--- src/rtl/pt_walk_pkg.sv ---
package pt_walk_pkg;
  localparam int P_BIT = 0;
  localparam int W_BIT = 1;
  localparam int U_BIT = 2;
  localparam int A_BIT = 5;
  localparam int D_BIT = 6;
  localparam int IDX_W = 5;

  typedef enum logic [2:0] {
    S_IDLE, S_PDE_RD, S_PDE_WB, S_PTE_RD, S_PTE_WB, S_DONE, S_FAULT
  } walk_st_e;

  // idx: [0]=write [1]=W both [2]=U both [3]=user mode [4]=write protect
  function automatic logic rights_ok(input logic [IDX_W-1:0] idx);
    if (idx[3]) return idx[2] && (!idx[0] || idx[1]);
    return !idx[0] || idx[1] || !idx[4];
  endfunction
endpackage

--- src/rtl/pt_rights_lut.sv ---
module pt_rights_lut
  import pt_walk_pkg::*;
(
  input  logic [IDX_W-1:0] idx_i,
  output logic             allowed_o
);
  localparam int N = 1 << IDX_W;
  logic [N-1:0] tab;

  for (genvar g = 0; g < N; g++) begin : g_tab
    assign tab[g] = rights_ok(IDX_W'(g));
  end

  assign allowed_o = tab[idx_i];
endmodule

--- src/rtl/pt_fault_latch.sv ---
module pt_fault_latch #(
  parameter int AW = 32
) (
  input  logic          clk_i,
  input  logic          rst_ni,
  input  logic          evt_i,
  input  logic [AW-1:0] addr_i,
  input  logic [2:0]    code_i,
  output logic [AW-1:0] fault_addr_o,
  output logic [2:0]    fault_code_o
);
  always_ff @(posedge clk_i or negedge rst_ni) begin
    if (!rst_ni) begin
      fault_addr_o <= '0;
      fault_code_o <= '0;
    end else if (evt_i) begin
      fault_addr_o <= addr_i;
      fault_code_o <= code_i;
    end
  end

  a_r9_hold: assert property (@(posedge clk_i) disable iff (!rst_ni)
    !evt_i |=> ($stable(fault_addr_o) && $stable(fault_code_o)));
  a_r9_capture: assert property (@(posedge clk_i) disable iff (!rst_ni)
    evt_i |=> (fault_addr_o == $past(addr_i)));
endmodule

--- src/rtl/pt_walk_fsm.sv ---
module pt_walk_fsm
  import pt_walk_pkg::*;
#(
  parameter int DIR_W = 10,
  parameter int TBL_W = 10,
  parameter int OFF_W = 12
) (
  input  logic                      clk_i,
  input  logic                      rst_ni,
  input  logic [DIR_W+TBL_W-1:0]    root_frame_i,
  input  logic                      wp_i,
  input  logic                      req_valid_i,
  output logic                      req_ready_o,
  input  logic [DIR_W+TBL_W+OFF_W-1:0] req_addr_i,
  input  logic                      req_write_i,
  input  logic                      req_user_i,
  output logic                      rsp_valid_o,
  output logic                      rsp_fault_o,
  output logic [DIR_W+TBL_W+OFF_W-1:0] rsp_paddr_o,
  output logic                      fault_evt_o,
  output logic [2:0]                fault_code_o,
  output logic [DIR_W+TBL_W+OFF_W-1:0] cur_addr_o,
  output logic                      cur_write_o,
  output logic                      cur_user_o,
  output logic [IDX_W-1:0]          rights_idx_o,
  input  logic                      rights_ok_i,
  output logic                      mem_req_o,
  output logic                      mem_we_o,
  output logic [DIR_W+TBL_W+OFF_W-1:0] mem_addr_o,
  output logic [DIR_W+TBL_W+OFF_W-1:0] mem_wdata_o,
  input  logic                      mem_ack_i,
  input  logic [DIR_W+TBL_W+OFF_W-1:0] mem_rdata_i
);
  localparam int AW = DIR_W + TBL_W + OFF_W;
  localparam logic [AW-1:0] A_MASK = AW'(1) << A_BIT;
  localparam logic [AW-1:0] D_MASK = AW'(1) << D_BIT;

  walk_st_e      st_q, st_d;
  logic [AW-1:0] addr_q, pde_q, pte_q;
  logic          wr_q, usr_q;
  logic          prot;
  logic [AW-1:0] pde_addr, pte_addr;
  logic          need_wb;

  assign pde_addr = {root_frame_i, OFF_W'(0)} + AW'({addr_q[AW-1 -: DIR_W], 2'b00});
  assign pte_addr = {pde_q[AW-1:OFF_W], OFF_W'(0)} + AW'({addr_q[OFF_W +: TBL_W], 2'b00});
  assign need_wb  = !mem_rdata_i[A_BIT] || (wr_q && !mem_rdata_i[D_BIT]);

  assign rights_idx_o = {wp_i, usr_q,
                         pde_q[U_BIT] & mem_rdata_i[U_BIT],
                         pde_q[W_BIT] & mem_rdata_i[W_BIT],
                         wr_q};

  always_comb begin
    st_d        = st_q;
    fault_evt_o = 1'b0;
    prot        = 1'b0;
    unique case (st_q)
      S_IDLE:   if (req_valid_i) st_d = S_PDE_RD;
      S_PDE_RD: if (mem_ack_i) begin
        if (!mem_rdata_i[P_BIT]) begin
          st_d = S_FAULT; fault_evt_o = 1'b1;
        end else if (!mem_rdata_i[A_BIT]) st_d = S_PDE_WB;
        else st_d = S_PTE_RD;
      end
      S_PDE_WB: if (mem_ack_i) st_d = S_PTE_RD;
      S_PTE_RD: if (mem_ack_i) begin
        if (!mem_rdata_i[P_BIT]) begin
          st_d = S_FAULT; fault_evt_o = 1'b1;
        end else if (!rights_ok_i) begin
          st_d = S_FAULT; fault_evt_o = 1'b1; prot = 1'b1;
        end else if (need_wb) st_d = S_PTE_WB;
        else st_d = S_DONE;
      end
      S_PTE_WB: if (mem_ack_i) st_d = S_DONE;
      default:  st_d = S_IDLE;
    endcase
  end

  assign fault_code_o = {usr_q, wr_q, prot};

  always_ff @(posedge clk_i or negedge rst_ni) begin
    if (!rst_ni) begin
      st_q   <= S_IDLE;
      addr_q <= '0;
      wr_q   <= 1'b0;
      usr_q  <= 1'b0;
      pde_q  <= '0;
      pte_q  <= '0;
    end else begin
      st_q <= st_d;
      if (st_q == S_IDLE && req_valid_i) begin
        addr_q <= req_addr_i;
        wr_q   <= req_write_i;
        usr_q  <= req_user_i;
      end
      if (st_q == S_PDE_RD && mem_ack_i) pde_q <= mem_rdata_i | A_MASK;
      if (st_q == S_PTE_RD && mem_ack_i)
        pte_q <= mem_rdata_i | A_MASK | (wr_q ? D_MASK : '0);
    end
  end

  assign req_ready_o = (st_q == S_IDLE);
  assign rsp_valid_o = (st_q == S_DONE) || (st_q == S_FAULT);
  assign rsp_fault_o = (st_q == S_FAULT);
  assign rsp_paddr_o = (st_q == S_DONE) ? {pte_q[AW-1:OFF_W], addr_q[OFF_W-1:0]} : '0;
  assign mem_req_o   = (st_q == S_PDE_RD) || (st_q == S_PDE_WB) ||
                       (st_q == S_PTE_RD) || (st_q == S_PTE_WB);
  assign mem_we_o    = (st_q == S_PDE_WB) || (st_q == S_PTE_WB);
  assign mem_addr_o  = (st_q == S_PDE_RD || st_q == S_PDE_WB) ? pde_addr : pte_addr;
  assign mem_wdata_o = (st_q == S_PDE_WB) ? pde_q : pte_q;
  assign cur_addr_o  = addr_q;
  assign cur_write_o = wr_q;
  assign cur_user_o  = usr_q;

  a_r10_one_pulse: assert property (@(posedge clk_i) disable iff (!rst_ni)
    rsp_valid_o |=> !rsp_valid_o);
  a_r10_busy: assert property (@(posedge clk_i) disable iff (!rst_ni)
    rsp_valid_o |-> !req_ready_o);
  a_r6_pde_np: assert property (@(posedge clk_i) disable iff (!rst_ni)
    (st_q == S_PDE_RD && mem_ack_i && !mem_rdata_i[P_BIT]) |=> (rsp_fault_o && !mem_req_o));
  a_r4_dirty_wb: assert property (@(posedge clk_i) disable iff (!rst_ni)
    (st_q == S_PTE_WB && wr_q) |-> mem_wdata_o[D_BIT]);
  a_r8_no_wb: assert property (@(posedge clk_i) disable iff (!rst_ni)
    (fault_evt_o && prot) |=> !mem_we_o);
  a_r2_mem_hold: assert property (@(posedge clk_i) disable iff (!rst_ni)
    (mem_req_o && !mem_ack_i) |=> ($stable(mem_addr_o) && mem_req_o));
endmodule

--- src/rtl/pt_walker.sv ---
module pt_walker
  import pt_walk_pkg::*;
#(
  parameter int DIR_W = 10,
  parameter int TBL_W = 10,
  parameter int OFF_W = 12
) (
  input  logic                         clk_i,
  input  logic                         rst_ni,
  input  logic [DIR_W+TBL_W-1:0]       root_frame_i,
  input  logic                         wp_i,
  input  logic                         req_valid_i,
  output logic                         req_ready_o,
  input  logic [DIR_W+TBL_W+OFF_W-1:0] req_addr_i,
  input  logic                         req_write_i,
  input  logic                         req_user_i,
  output logic                         rsp_valid_o,
  output logic                         rsp_fault_o,
  output logic [DIR_W+TBL_W+OFF_W-1:0] rsp_paddr_o,
  output logic [DIR_W+TBL_W+OFF_W-1:0] fault_addr_o,
  output logic [2:0]                   fault_code_o,
  output logic                         mem_req_o,
  output logic                         mem_we_o,
  output logic [DIR_W+TBL_W+OFF_W-1:0] mem_addr_o,
  output logic [DIR_W+TBL_W+OFF_W-1:0] mem_wdata_o,
  input  logic                         mem_ack_i,
  input  logic [DIR_W+TBL_W+OFF_W-1:0] mem_rdata_i
);
  localparam int AW = DIR_W + TBL_W + OFF_W;

  logic             fault_evt, rights_ok_w, cur_wr, cur_usr;
  logic [2:0]       code_next;
  logic [AW-1:0]    cur_addr;
  logic [IDX_W-1:0] rights_idx;

  pt_walk_fsm #(.DIR_W(DIR_W), .TBL_W(TBL_W), .OFF_W(OFF_W)) u_fsm (
    .clk_i, .rst_ni, .root_frame_i, .wp_i,
    .req_valid_i, .req_ready_o, .req_addr_i, .req_write_i, .req_user_i,
    .rsp_valid_o, .rsp_fault_o, .rsp_paddr_o,
    .fault_evt_o(fault_evt), .fault_code_o(code_next),
    .cur_addr_o(cur_addr), .cur_write_o(cur_wr), .cur_user_o(cur_usr),
    .rights_idx_o(rights_idx), .rights_ok_i(rights_ok_w),
    .mem_req_o, .mem_we_o, .mem_addr_o, .mem_wdata_o, .mem_ack_i, .mem_rdata_i
  );

  pt_rights_lut u_lut (.idx_i(rights_idx), .allowed_o(rights_ok_w));

  pt_fault_latch #(.AW(AW)) u_flt (
    .clk_i, .rst_ni, .evt_i(fault_evt), .addr_i(cur_addr), .code_i(code_next),
    .fault_addr_o, .fault_code_o
  );

  a_r3_user_needs_u: assert property (@(posedge clk_i) disable iff (!rst_ni)
    (rights_idx[3] && !rights_idx[2]) |-> !rights_ok_w);
  a_r3_sup_read: assert property (@(posedge clk_i) disable iff (!rst_ni)
    (!rights_idx[3] && !rights_idx[0]) |-> rights_ok_w);
  a_r9_fault_regs: assert property (@(posedge clk_i) disable iff (!rst_ni)
    (rsp_valid_o && rsp_fault_o) |->
      (fault_addr_o == cur_addr && fault_code_o[2] == cur_usr && fault_code_o[1] == cur_wr));
endmodule

--- config.mk ---
export PLATFORM = sky130hd
export DESIGN_NAME = pt_walker
export DESIGN_NICKNAME = d
export VERILOG_FILES = /design/src/rtl/pt_walk_pkg.sv /design/src/rtl/pt_rights_lut.sv /design/src/rtl/pt_fault_latch.sv /design/src/rtl/pt_walk_fsm.sv /design/src/rtl/pt_walker.sv
export SDC_FILE = /design/constraint.sdc
export NUM_CORES = 1
export LEC_CHECK = 0
export ABC_AREA = 1
export BUFFER_PORTS_ARGS = -buffer_cell sky130_fd_sc_hd__buf_2
export CAP_MARGIN = 20
export CORE_ASPECT_RATIO = 1.75
export CORE_MARGIN = 5
export CORE_UTILIZATION = 40
export CTS_BUF_LIST = sky130_fd_sc_hd__clkbuf_16
export DETAILED_ROUTE_END_ITERATION = 10
export PLACE_DENSITY = 0.67
export SYNTH_ARGS = -nofsm -noshare
export SYNTH_HDL_FRONTEND = slang
export SYNTH_SLANG_ARGS = --single-unit
--- constraint.sdc ---
create_clock -name clk_i -period 2.69 [get_ports clk_i]
set_input_delay 0.269 -clock clk_i [delete_from_list [all_inputs] [get_ports clk_i]]
set_output_delay 0.269 -clock clk_i [all_outputs]
set_load 0.02 [all_outputs]
==> flow_summary_export.csv, run 1 <==
group,metric,value,unit
synthesis,netlist_instances,789,
timing,slew_viol_final,0,
floorplan,io_pins,227,
timing,tightest_slew,0.7564,ns
cts,cts_tree,"done",
synthesis,yosys_warnings,0,
timing,finalHoldViolations,0,
synthesis,synthXorXnorAreaFrac,0,%
synthesis,synth_compound_area_share,11.29,%
synthesis,seq_area_frac_synth,55.05,%
synthesis,syn_area_per_cell,7.835,um2
layout,design_area,8082,um2
cts,cts-htree-levels,4,
timing,setup_tns,0,ns
synthesis,synth.distinct_cells,22,
pwr,total_power,11.30,mW
routing,vias,5677,
cts,clk_path_buf_depth,2,
routing,drc_errors,0,
routing,antenna_left,0,
pwr,leakagePower,4.563,nW
synthesis,synth-simple-area-share,24.43,%
synthesis,synthArstFlopShare,100.0,%
worst_setup_path,slowest_delay,0.38,ns
layout,area_delta_synth_final,30.72,%
cts,cts_resized,0,
worst_setup_path,slowest_stage,"dfrtp_1",
global_route,overflow,0,
cts,clkTransAtPathRegs,0.06,ns
worst_setup_path,cpMostUsedCell,"nand2_1",
synthesis,netlist_area,6182,um2
synthesis,synth_top_area_share,55.05,%
status,status,"complete, no violations",
place,placed_cell_area,7441,um2
timing,slew_headroom,49.50,%
worst_setup_path,crit_path_cell_trace,"inv_2 > nand2_2 > inv_1 > nand2_1 > nand2_1 > buf_12 > o21ai_0 > buf_2",
routing,dr.pass1.iters,4,
routing,drtIter0Drc,358,
routing,wl_per_cell,15.10,um
place,io_buffers,224,
worst_setup_path,crit_arrival,2.16,ns
synthesis,synth_top_family_by_area,"simple AND/OR/NAND/NOR gates",
layout,layout-drive-gt1-share,27.71,%
worst_setup_path,crit_path_end_kind,"output pin",
synthesis,synthFlopType,"dfrtp_1",
worst_setup_path,worst_setup_path_start_kind,"flip-flop",
layout,fin_util,52.77,%
job,maxCapViolCount,0,
routing,wl,18140,um
synthesis,synthTopCellsByArea,"dfrtp_1, nand2_1, o21ai_0",
cts,cts-root-buf,"clkbuf_16",
timing,setup_viol,0,
global_route,grt_pass1_wl,29060,um
floorplan,fp-row-count,60,
worst_setup_path,crit_fanout,40,
global_route,grt_start_max_net_pins,57,
synthesis,synth_mux_area_share,0.1821,%
timing,skew,0.005516,ns
pwr,cellPowerDensity,1398,nW/um2
worst_setup_path,path_buf_inv,4,
synthesis,synth_edf_count,0,
cts,worstSkewPairLatency,0.41,ns
global_route,grt.total_usage,19.96,%
worst_setup_path,required,2.42,ns
global_route,grt_antenna_before_repair,1,
layout,finalNetCount,1092,
timing,period_minus_slack,2.434,ns
synthesis,synthAdderAreaFrac,0,%
floorplan,dieWidth,104.0,um
place,hpwlAfterDp,13430,um
place,gp_congestion,0.8510,
floorplan,die_area,18140,um2
worst_setup_path,crit_type,"flip-flop to output pin",
synthesis,yosysTopAreaCell,"dfrtp_1",
floorplan,core-area,15310,um2
synthesis,synth-seq-cells,136,
min_path,min_path_type,"input port to flip-flop",
worst_setup_path,crit_family,"buffers and inverters",
floorplan,start_util,40.37,%
cts,numCtsBuffers,17,
timing,finalCritPeriodShare,90.48,%
floorplan,die_h,174.5,um
pwr,ir_worst_vdd,814.7,uV
cts,cts.sinks,136,
timing,fmax,410.8,MHz
timing,rsz0062_at_grt,"false",
routing,viasPerCell,4.727,
global_route,grt_pass1_vias,5669,
sequential cells by signal, indices dropped and copies added, names as in the netlist:
signal and cells:
u_fsm.pde_q 32, u_fsm.st_q 3, u_fsm.cur_addr_o 32, u_fsm.cur_user_o 1
u_flt.fault_addr_o 32, u_fsm.cur_write_o 1, u_flt.fault_code_o 3, u_fsm.pte_q 32
tightest hold or removal path, delay by kind of cell:
family,cells,cell delay [ns]
simple gates,2,0.08
buf+inv,1,0.07
cell usage in the layout (no fill, tap or decap):
| cell | instances |
|---|---|
| a21oi_1 | 20 |
| buf_12 | 4 |
| buf_2 | 223 |
| buf_4 | 8 |
| buf_6 | 1 |
| bufinv_16 | 4 |
| clkbuf_16 | 17 |
| clkinv_1 | 1 |
| clkinv_4 | 4 |
| clkinvlp_4 | 3 |
| conb_1 | 2 |
| dfrtp_1 | 136 |
| diode_2 | 1 |
| dlygate4sd3_1 | 1 |
| inv_1 | 78 |
| inv_2 | 5 |
| inv_6 | 2 |
| mux2_2 | 1 |
| nand2_1 | 294 |
| nand2_2 | 4 |
| nand3_1 | 25 |
| nand3_2 | 1 |
| nor2_1 | 57 |
| nor2_2 | 1 |
| nor2_4 | 2 |
| o211ai_1 | 1 |
| o21ai_0 | 100 |
| o21ai_1 | 18 |
| or2_2 | 1 |
power by group:
part	leakage (nW)	switching [mW]	internal [mW]
logic	2.61	3.67	1.67
clock network	0.299	0.904	1.56
registers	1.66	0.520	2.98
total	4.56	5.10	6.20
cell type report:
type,instances,area [um2]
flip-flops and latches,136,3403
fillers,1554,7233
multi-input cells,527,2230
diodes,1,2.502
inverters,82,307.8
well taps,186,232.7
clock inverters,15,202.7
repair buffers,237,1277
clock buffers,17,425.4
metal layers:
| layer | global-route usage, % | share of wire, % | vias to the layer above |
|---|---|---|---|
| met5 | 0 | 0 | - |
| met4 | 8.914 | 3.2 | 0 |
| met3 | 4.757 | 5.8 | 26 |
| met2 | 36.21 | 54 | 188 |
| met1 | 21.80 | 37 | 2609 |
| li1 | - | - | 2854 |
logic make-up (layout without fill, tap and decap cells):
family,Yosys count,in the layout
buf+inv,127,351
compound gates,139,139
other cells,1,3
simple gates,385,385
mux,1,1
flops,136,136
stage by stage:
| stage | hold WS [ns] | cells | worst slack, ns |
|---|---|---|---|
| finish | 0.05155 | 1201 | 0.2560 |
| global route | 0.04730 | 1201 | 0.1135 |
| CTS | 0.03775 | 1200 | 0.2271 |
| detailed placement | 0.2379 | 1167 | 0.6764 |
| global placement | 0.2396 | 1167 | 0.6980 |
| floorplan | -0.02659 | 790 | 0.9753 |
path summary, 6_finish.rpt:
| kind | cells past startpoint | start | slack (ns) | end |
|---|---|---|---|---|
| worst max-delay path | 8 | u_fsm.st_q[2] | 0.26 | mem_addr_o[22] |
| worst min-delay path | 3 | req_addr_i[30] | 0.05 | u_fsm.cur_addr_o[30] |
| worst max register to register | 9 | u_fsm.st_q[2] | 0.71 | u_flt.fault_addr_o[2] |
| worst min register to register | 2 | u_fsm.pde_q[5] | 0.45 | u_fsm.pde_q[5] |
| max in group asynchronous | 3 | rst_ni | 1.50 | u_fsm.cur_addr_o[3] |
| min in group asynchronous | 2 | rst_ni | 0.37 | u_fsm.pde_q[11] |
synthesized netlist by cell type, types with 2 or more instances:
master    number
buf_6          4
o21ai_1       18
clkbuf_1      16
nand2_2        3
o21ai_0      100
nand3_1       25
nor2_1        57
inv_1         77
dfrtp_1      136
inv_2          5
buf_2         17
nand2_1      295
nor2_4         2
a21oi_1       20
buf_4          7
repair_timing:
item                      4_1_cts  5_1_grt
hold endpoints to repair       46        0
hold buffers                    1        0
setup buffers                   0        0
Note: power is estimated with default switching activity, not from simulation.
==> run 2, diff against run 1 <==
- CORE_MARGIN: 5 -> not set
- CORE_UTILIZATION: 40 -> 54
- PLACE_DENSITY: 0.67 -> 0.86
- SLEW_MARGIN: not set -> 20
==> flow_summary_export.csv, run 2 (synthesis results as in run 1) <==
group,metric,value,unit
status,status,"complete, no violations",
layout,final_common_cell,"nand2_1",
worst_setup_path,crit_fanout,54,
layout,fillers,952,
cts,clkTransAtPathRegs,0.06,ns
worst_setup_path,required,2.42,ns
worst_setup_path,slowest_delay,0.40,ns
routing,drtIter0Drc,300,
cts,cts-root-buf,"clkbuf_16",
worst_setup_path,crit_arrival,2.15,ns
timing,finalCritPeriodShare,90.04,%
cts,clk_path_buf_depth,2,
pwr,cellPowerDensity,1403,nW/um2
timing,slew_viol_final,0,
cts,post_cts_buffers,0,
routing,dr.pass1.iters,4,
cts,cts-htree-levels,4,
timing,period_minus_slack,2.422,ns
worst_setup_path,reg2reg_setup_slack,0.65,ns
floorplan,core-area,11170,um2
layout,fin_util,71.35,%
routing,drc_errors,0,
worst_setup_path,reg2reg_depth,9,
timing,skew,0.007971,ns
layout,final_cell_mix,"nand2_1, buf_2, dfrtp_1, o21ai_0, inv_1",
worst_setup_path,slowest_stage,"dfrtp_1",
floorplan,io_pins,227,
timing,finalHoldViolations,0,
global_route,global_route.usage.met1,30.83,%
cts,worstSkewPairLatency,0.41,ns
place,gp_congestion,0.8608,
global_route,grt_pass1_vias,5370,
routing,wl,16120,um
timing,setup_viol,0,
timing,slew_headroom,52.05,%
floorplan,start_util,55.36,%
cts,numCtsBuffers,17,
floorplan,dieWidth,82.88,um
place,io_buffers,224,
cts,cts_tree,"done",
timing,setup_tns,0,ns
global_route,grt_antenna_before_repair,0,
pwr,ir_worst_vdd,976.7,uV
global_route,grt_util_met3,6.088,%
routing,wl_per_cell,14.08,um
global_route,grt.total_usage,27.58,%
routing,vias,5793,
global_route,overflow,0,
routing,antenna_left,0,
global_route,grt_busiest_layer,"met2",
min_path,min_path_cells,3,
floorplan,fp-row-count,51,
layout,area_delta_synth_final,28.88,%
pwr,leakagePower,4.537,nW
job,maxCapViolCount,0,
global_route,grt_start_max_net_pins,70,
timing,fmax,412.9,MHz
worst_setup_path,crit_path_cell_trace,"inv_1 > nand3_2 > buf_6 > inv_1 > o21ai_0 > buf_2",
routing,viasPerCell,5.059,
timing,rsz0062_at_grt,"false",
place,hpwlAfterDp,11470,um
worst_setup_path,crit_type,"flip-flop to output pin",
worst_setup_path,cpMostUsedCell,"inv_1",
floorplan,die_area,11900,um2
min_path,min_path_type,"input port to flip-flop",
worst_setup_path,worst_setup_path_start_kind,"flip-flop",
worst_setup_path,crit_path_end_kind,"output pin",
layout,layout-drive-gt1-share,27.67,%
timing,tightest_slew,0.7182,ns
cts,cts.sinks,136,
global_route,grt_pass1_wl,25620,um
global_route,met2_usage,48.62,%
floorplan,die_h,143.5,um
layout,finalNetCount,1091,
run 2: critical path: cells and delay by family, from the launching register on:
kind | cells | cell delay (ns)
buffers and inverters | 4 | 0.94
DFF | 1 | 0.40
AOI/OAI and AO/OA | 1 | 0.29
and+or+nand+nor | 1 | 0.10
run 2: timing repair:
item                                    CTS  global route
endpoints found under the hold margin    67             0
endpoints found under the setup margin    0            11
hold buffers                              1             0
resized for setup                         0             2
run 2: per-layer routing:
layer,wire (um),share of wire (%)
met1,6076,38
met2,8684,54
met3,793,4.9
met4,566,3.5
met5,0,0
run 2: per-stage QoR:
stage          hold WS, ns  instances  worst slack [ns]  power, mW  instance area (um2)
3_3_place_gp        0.3196       1112            0.5296      8.658                 7341
3_5_place_dp        0.3246       1112            0.5509      8.810                 7341
4_1_cts            0.03888       1144           0.09436      11.24                 7959
6_report           0.05160       1145            0.2679      11.18                 7968
2_1_floorplan     -0.02659        790            0.9753      7.030                 6186
5_1_grt            0.03938       1144           0.01173      11.97                 7965
run 2: layout make-up:
class | count | area [um2] | share of cell area [%]
tap | 132 | 165.2 | 2.073
multi-input combinational | 527 | 2232 | 28.02
timing repair buffer | 236 | 1249 | 15.67
clock inverter | 14 | 182.7 | 2.293
clock buffer | 17 | 425.4 | 5.339
inverter | 82 | 307.8 | 3.863
antenna | 1 | 2.502 | 0.03141
sequential | 136 | 3403 | 42.71
run 2: final timing paths:
kind,start,end
max in group asynchronous,rst_ni,u_fsm.pde_q[12]
hold / removal,req_addr_i[23],u_fsm.cur_addr_o[23]
min in group asynchronous,rst_ni,u_fsm.pde_q[10]
setup reg to reg,u_fsm.st_q[2],u_flt.fault_addr_o[3]
setup / recovery,u_fsm.st_q[0],mem_wdata_o[0]
hold reg to reg,u_fsm.pde_q[5],u_fsm.pde_q[5]
run 2: power breakdown:
part	switching (mW)	total (mW)	internal, mW
Sequential	0.527	3.51	2.98
Clock	0.843	2.38	1.53
Combinational	3.64	5.29	1.65
Total	5.01	11.2	6.17
==> run 3, diff against run 2 <==
- CAP_MARGIN: 20 -> 30
- CELL_PAD_IN_SITES_DETAIL_PLACEMENT: not set -> 1
- CELL_PAD_IN_SITES_GLOBAL_PLACEMENT: not set -> 2
- CORE_UTILIZATION: 54 -> 29
- PLACE_DENSITY: 0.86 -> not set
- PLACE_DENSITY_LB_ADDON: not set -> 0.1
- RECOVER_POWER: not set -> 100
==> flow_summary_export.csv, run 3 (synthesis results as in run 1) <==
group,metric,value,unit
status,status,"finished, violations left",
status,violations,"capacitance limit, slew limit",
timing,setup_tns,0,ns
timing,tightest_slew,1.588,ns
cts,numCtsBuffers,17,
timing,slew_headroom,-5.872,%
global_route,grt_start_max_net_pins,62,
worst_setup_path,crit_arrival,2.23,ns
place,hpwlAfterDp,14770,um
layout,diodes,0,
routing,antenna_left,0,
place,gp_congestion,0.7487,
timing,finalCritPeriodShare,92.74,%
place,io_buffers,224,
floorplan,die_area,21930,um2
timing,fmax,400.9,MHz
floorplan,io_pins,227,
cts,cts-htree-levels,4,
floorplan,dieWidth,112.4,um
routing,vias,5746,
worst_setup_path,crit_fanout,20,
cts,cts-root-buf,"clkbuf_16",
routing,viasPerCell,4.521,
global_route,grt.total_usage,18.91,%
routing,dr.pass1.iters,6,
floorplan,fp-row-count,70,
global_route,overflow,0,
routing,drc_errors,0,
cts,worstSkewPairLatency,0.42,ns
layout,finalNetCount,1098,
worst_setup_path,crit_path_cell_trace,"nand3_2 > clkbuf_1 > nand2_1 > nand2_1 > clkbuf_1",
worst_setup_path,required,2.42,ns
pwr,leakagePower,4.179,nW
global_route,grt_antenna_before_repair,0,
floorplan,core-area,20930,um2
pwr,cellPowerDensity,1375,nW/um2
place,placed_cell_area,7551,um2
layout,layout-drive-gt1-share,17.57,%
worst_setup_path,crit_path_end_kind,"output pin",
floorplan,die_h,195.2,um
cts,clk_path_buf_depth,2,
global_route,grt_pass1_wl,31650,um
timing,skew,0.01027,ns
pwr,ir_worst_vdd,524.2,uV
cts,clkTransAtPathRegs,0.06,ns
layout,fin_cells,1271,
layout,final_cell_mix,"nand2_1, dfrtp_1, o21ai_0, clkbuf_1, buf_2",
cts,cts_tree,"done",
floorplan,start_util,29.53,%
place,dp.cells,1239,
min_path,min_path_cells,3,
timing,slew_viol_final,62,
timing,finalHoldViolations,0,
worst_setup_path,reg2reg_depth,8,
timing,setup_viol,0,
timing,rsz0062_at_grt,"false",
worst_setup_path,crit_type,"flip-flop to output pin",
job,maxCapViolCount,1,
place,place_ws,0.6136,ns
worst_setup_path,slowest_stage,"clkbuf_1",
global_route,grt_pass1_vias,5938,
worst_setup_path,worst_setup_path_start_kind,"flip-flop",
routing,wl,19710,um
layout,design_area,7931,um2
timing,period_minus_slack,2.495,ns
routing,wl_per_cell,15.51,um
worst_setup_path,slowest_delay,0.73,ns
cts,cts.sinks,136,
layout,area_delta_synth_final,28.29,%
layout,final_common_cell,"nand2_1",
routing,drtIter0Drc,157,
timing,timing.final.ws_setup,0.1953,ns
min_path,min_path_type,"input port to flip-flop",
[run 3: changes by cell type in the layout (fill, tap and decap cells not counted), sizes merged]
cell    change
clkbuf    +142
bufinv      -2
buf       -135
diode       -1
inv         +2
[run 3: what timing repair did]
| action | 4_1_cts | 5_1_grt |
|---|---|---|
| resized for setup | 0 | 1 |
| setup buffers | 0 | 0 |
| hold buffers | 1 | 0 |
| endpoints found under the setup margin | 0 | 16 |
| hold endpoints to repair | 57 | 0 |
[run 3: path summary, 6_finish.rpt]
check | slack [ns] | start | end
setup / recovery | 0.20 | u_fsm.st_q[1] | mem_wdata_o[1]
hold / removal | 0.04 | req_addr_i[19] | u_fsm.cur_addr_o[19]
setup reg to reg | 0.41 | u_fsm.st_q[1] | u_fsm.cur_addr_o[1]
hold reg to reg | 0.45 | u_fsm.pde_q[5] | u_fsm.pde_q[5]
max in group asynchronous | 0.54 | rst_ni | u_fsm.pde_q[2]
min in group asynchronous | 0.77 | rst_ni | u_fsm.pde_q[15]
[run 3: per-layer routing]
| metal | GRT usage (%) | part of all wire (%) | up-vias |
|---|---|---|---|
| met5 | 0 | 0 | - |
| met4 | 5.630 | 1.1 | 0 |
| met3 | 4.687 | 4.7 | 14 |
| met2 | 35.47 | 55 | 146 |
| met1 | 20.71 | 39 | 2717 |
| li1 | - | - | 2869 |
[run 3: critical path: cells and delay by family, from the launching register on]
family        cells  cell delay, ns
simple gates      3            0.39
flops             1            0.45
buf+inv           2            0.97
[run 3: layout make-up]
type | count | area [um2]
fill | 2657 | 13000
inverter | 82 | 307.8
clock buffer | 17 | 425.4
tap | 252 | 315.3
timing repair buffer | 243 | 1115
clock inverter | 14 | 137.6
sequential | 136 | 3403
multi-input combinational | 527 | 2227
[run 3: metrics by stage]
step / hold WS [ns] / total power [mW] / util (%)
after floorplan: -0.02659 / 7.030 / -
after global placement: 0.3024 / 8.974 / 36.07
after detailed placement: 0.2989 / 9.045 / 36.07
after CTS: 0.02008 / 11.35 / 38.81
after global routing: 0.03493 / 11.82 / 37.89
final: 0.04142 / 10.91 / 37.89
[run 3: power breakdown]
| part | internal [mW] | switching [mW] |
|---|---|---|
| Combinational | 1.44 | 3.72 |
| Clock | 1.35 | 0.885 |
| Sequential | 2.98 | 0.540 |
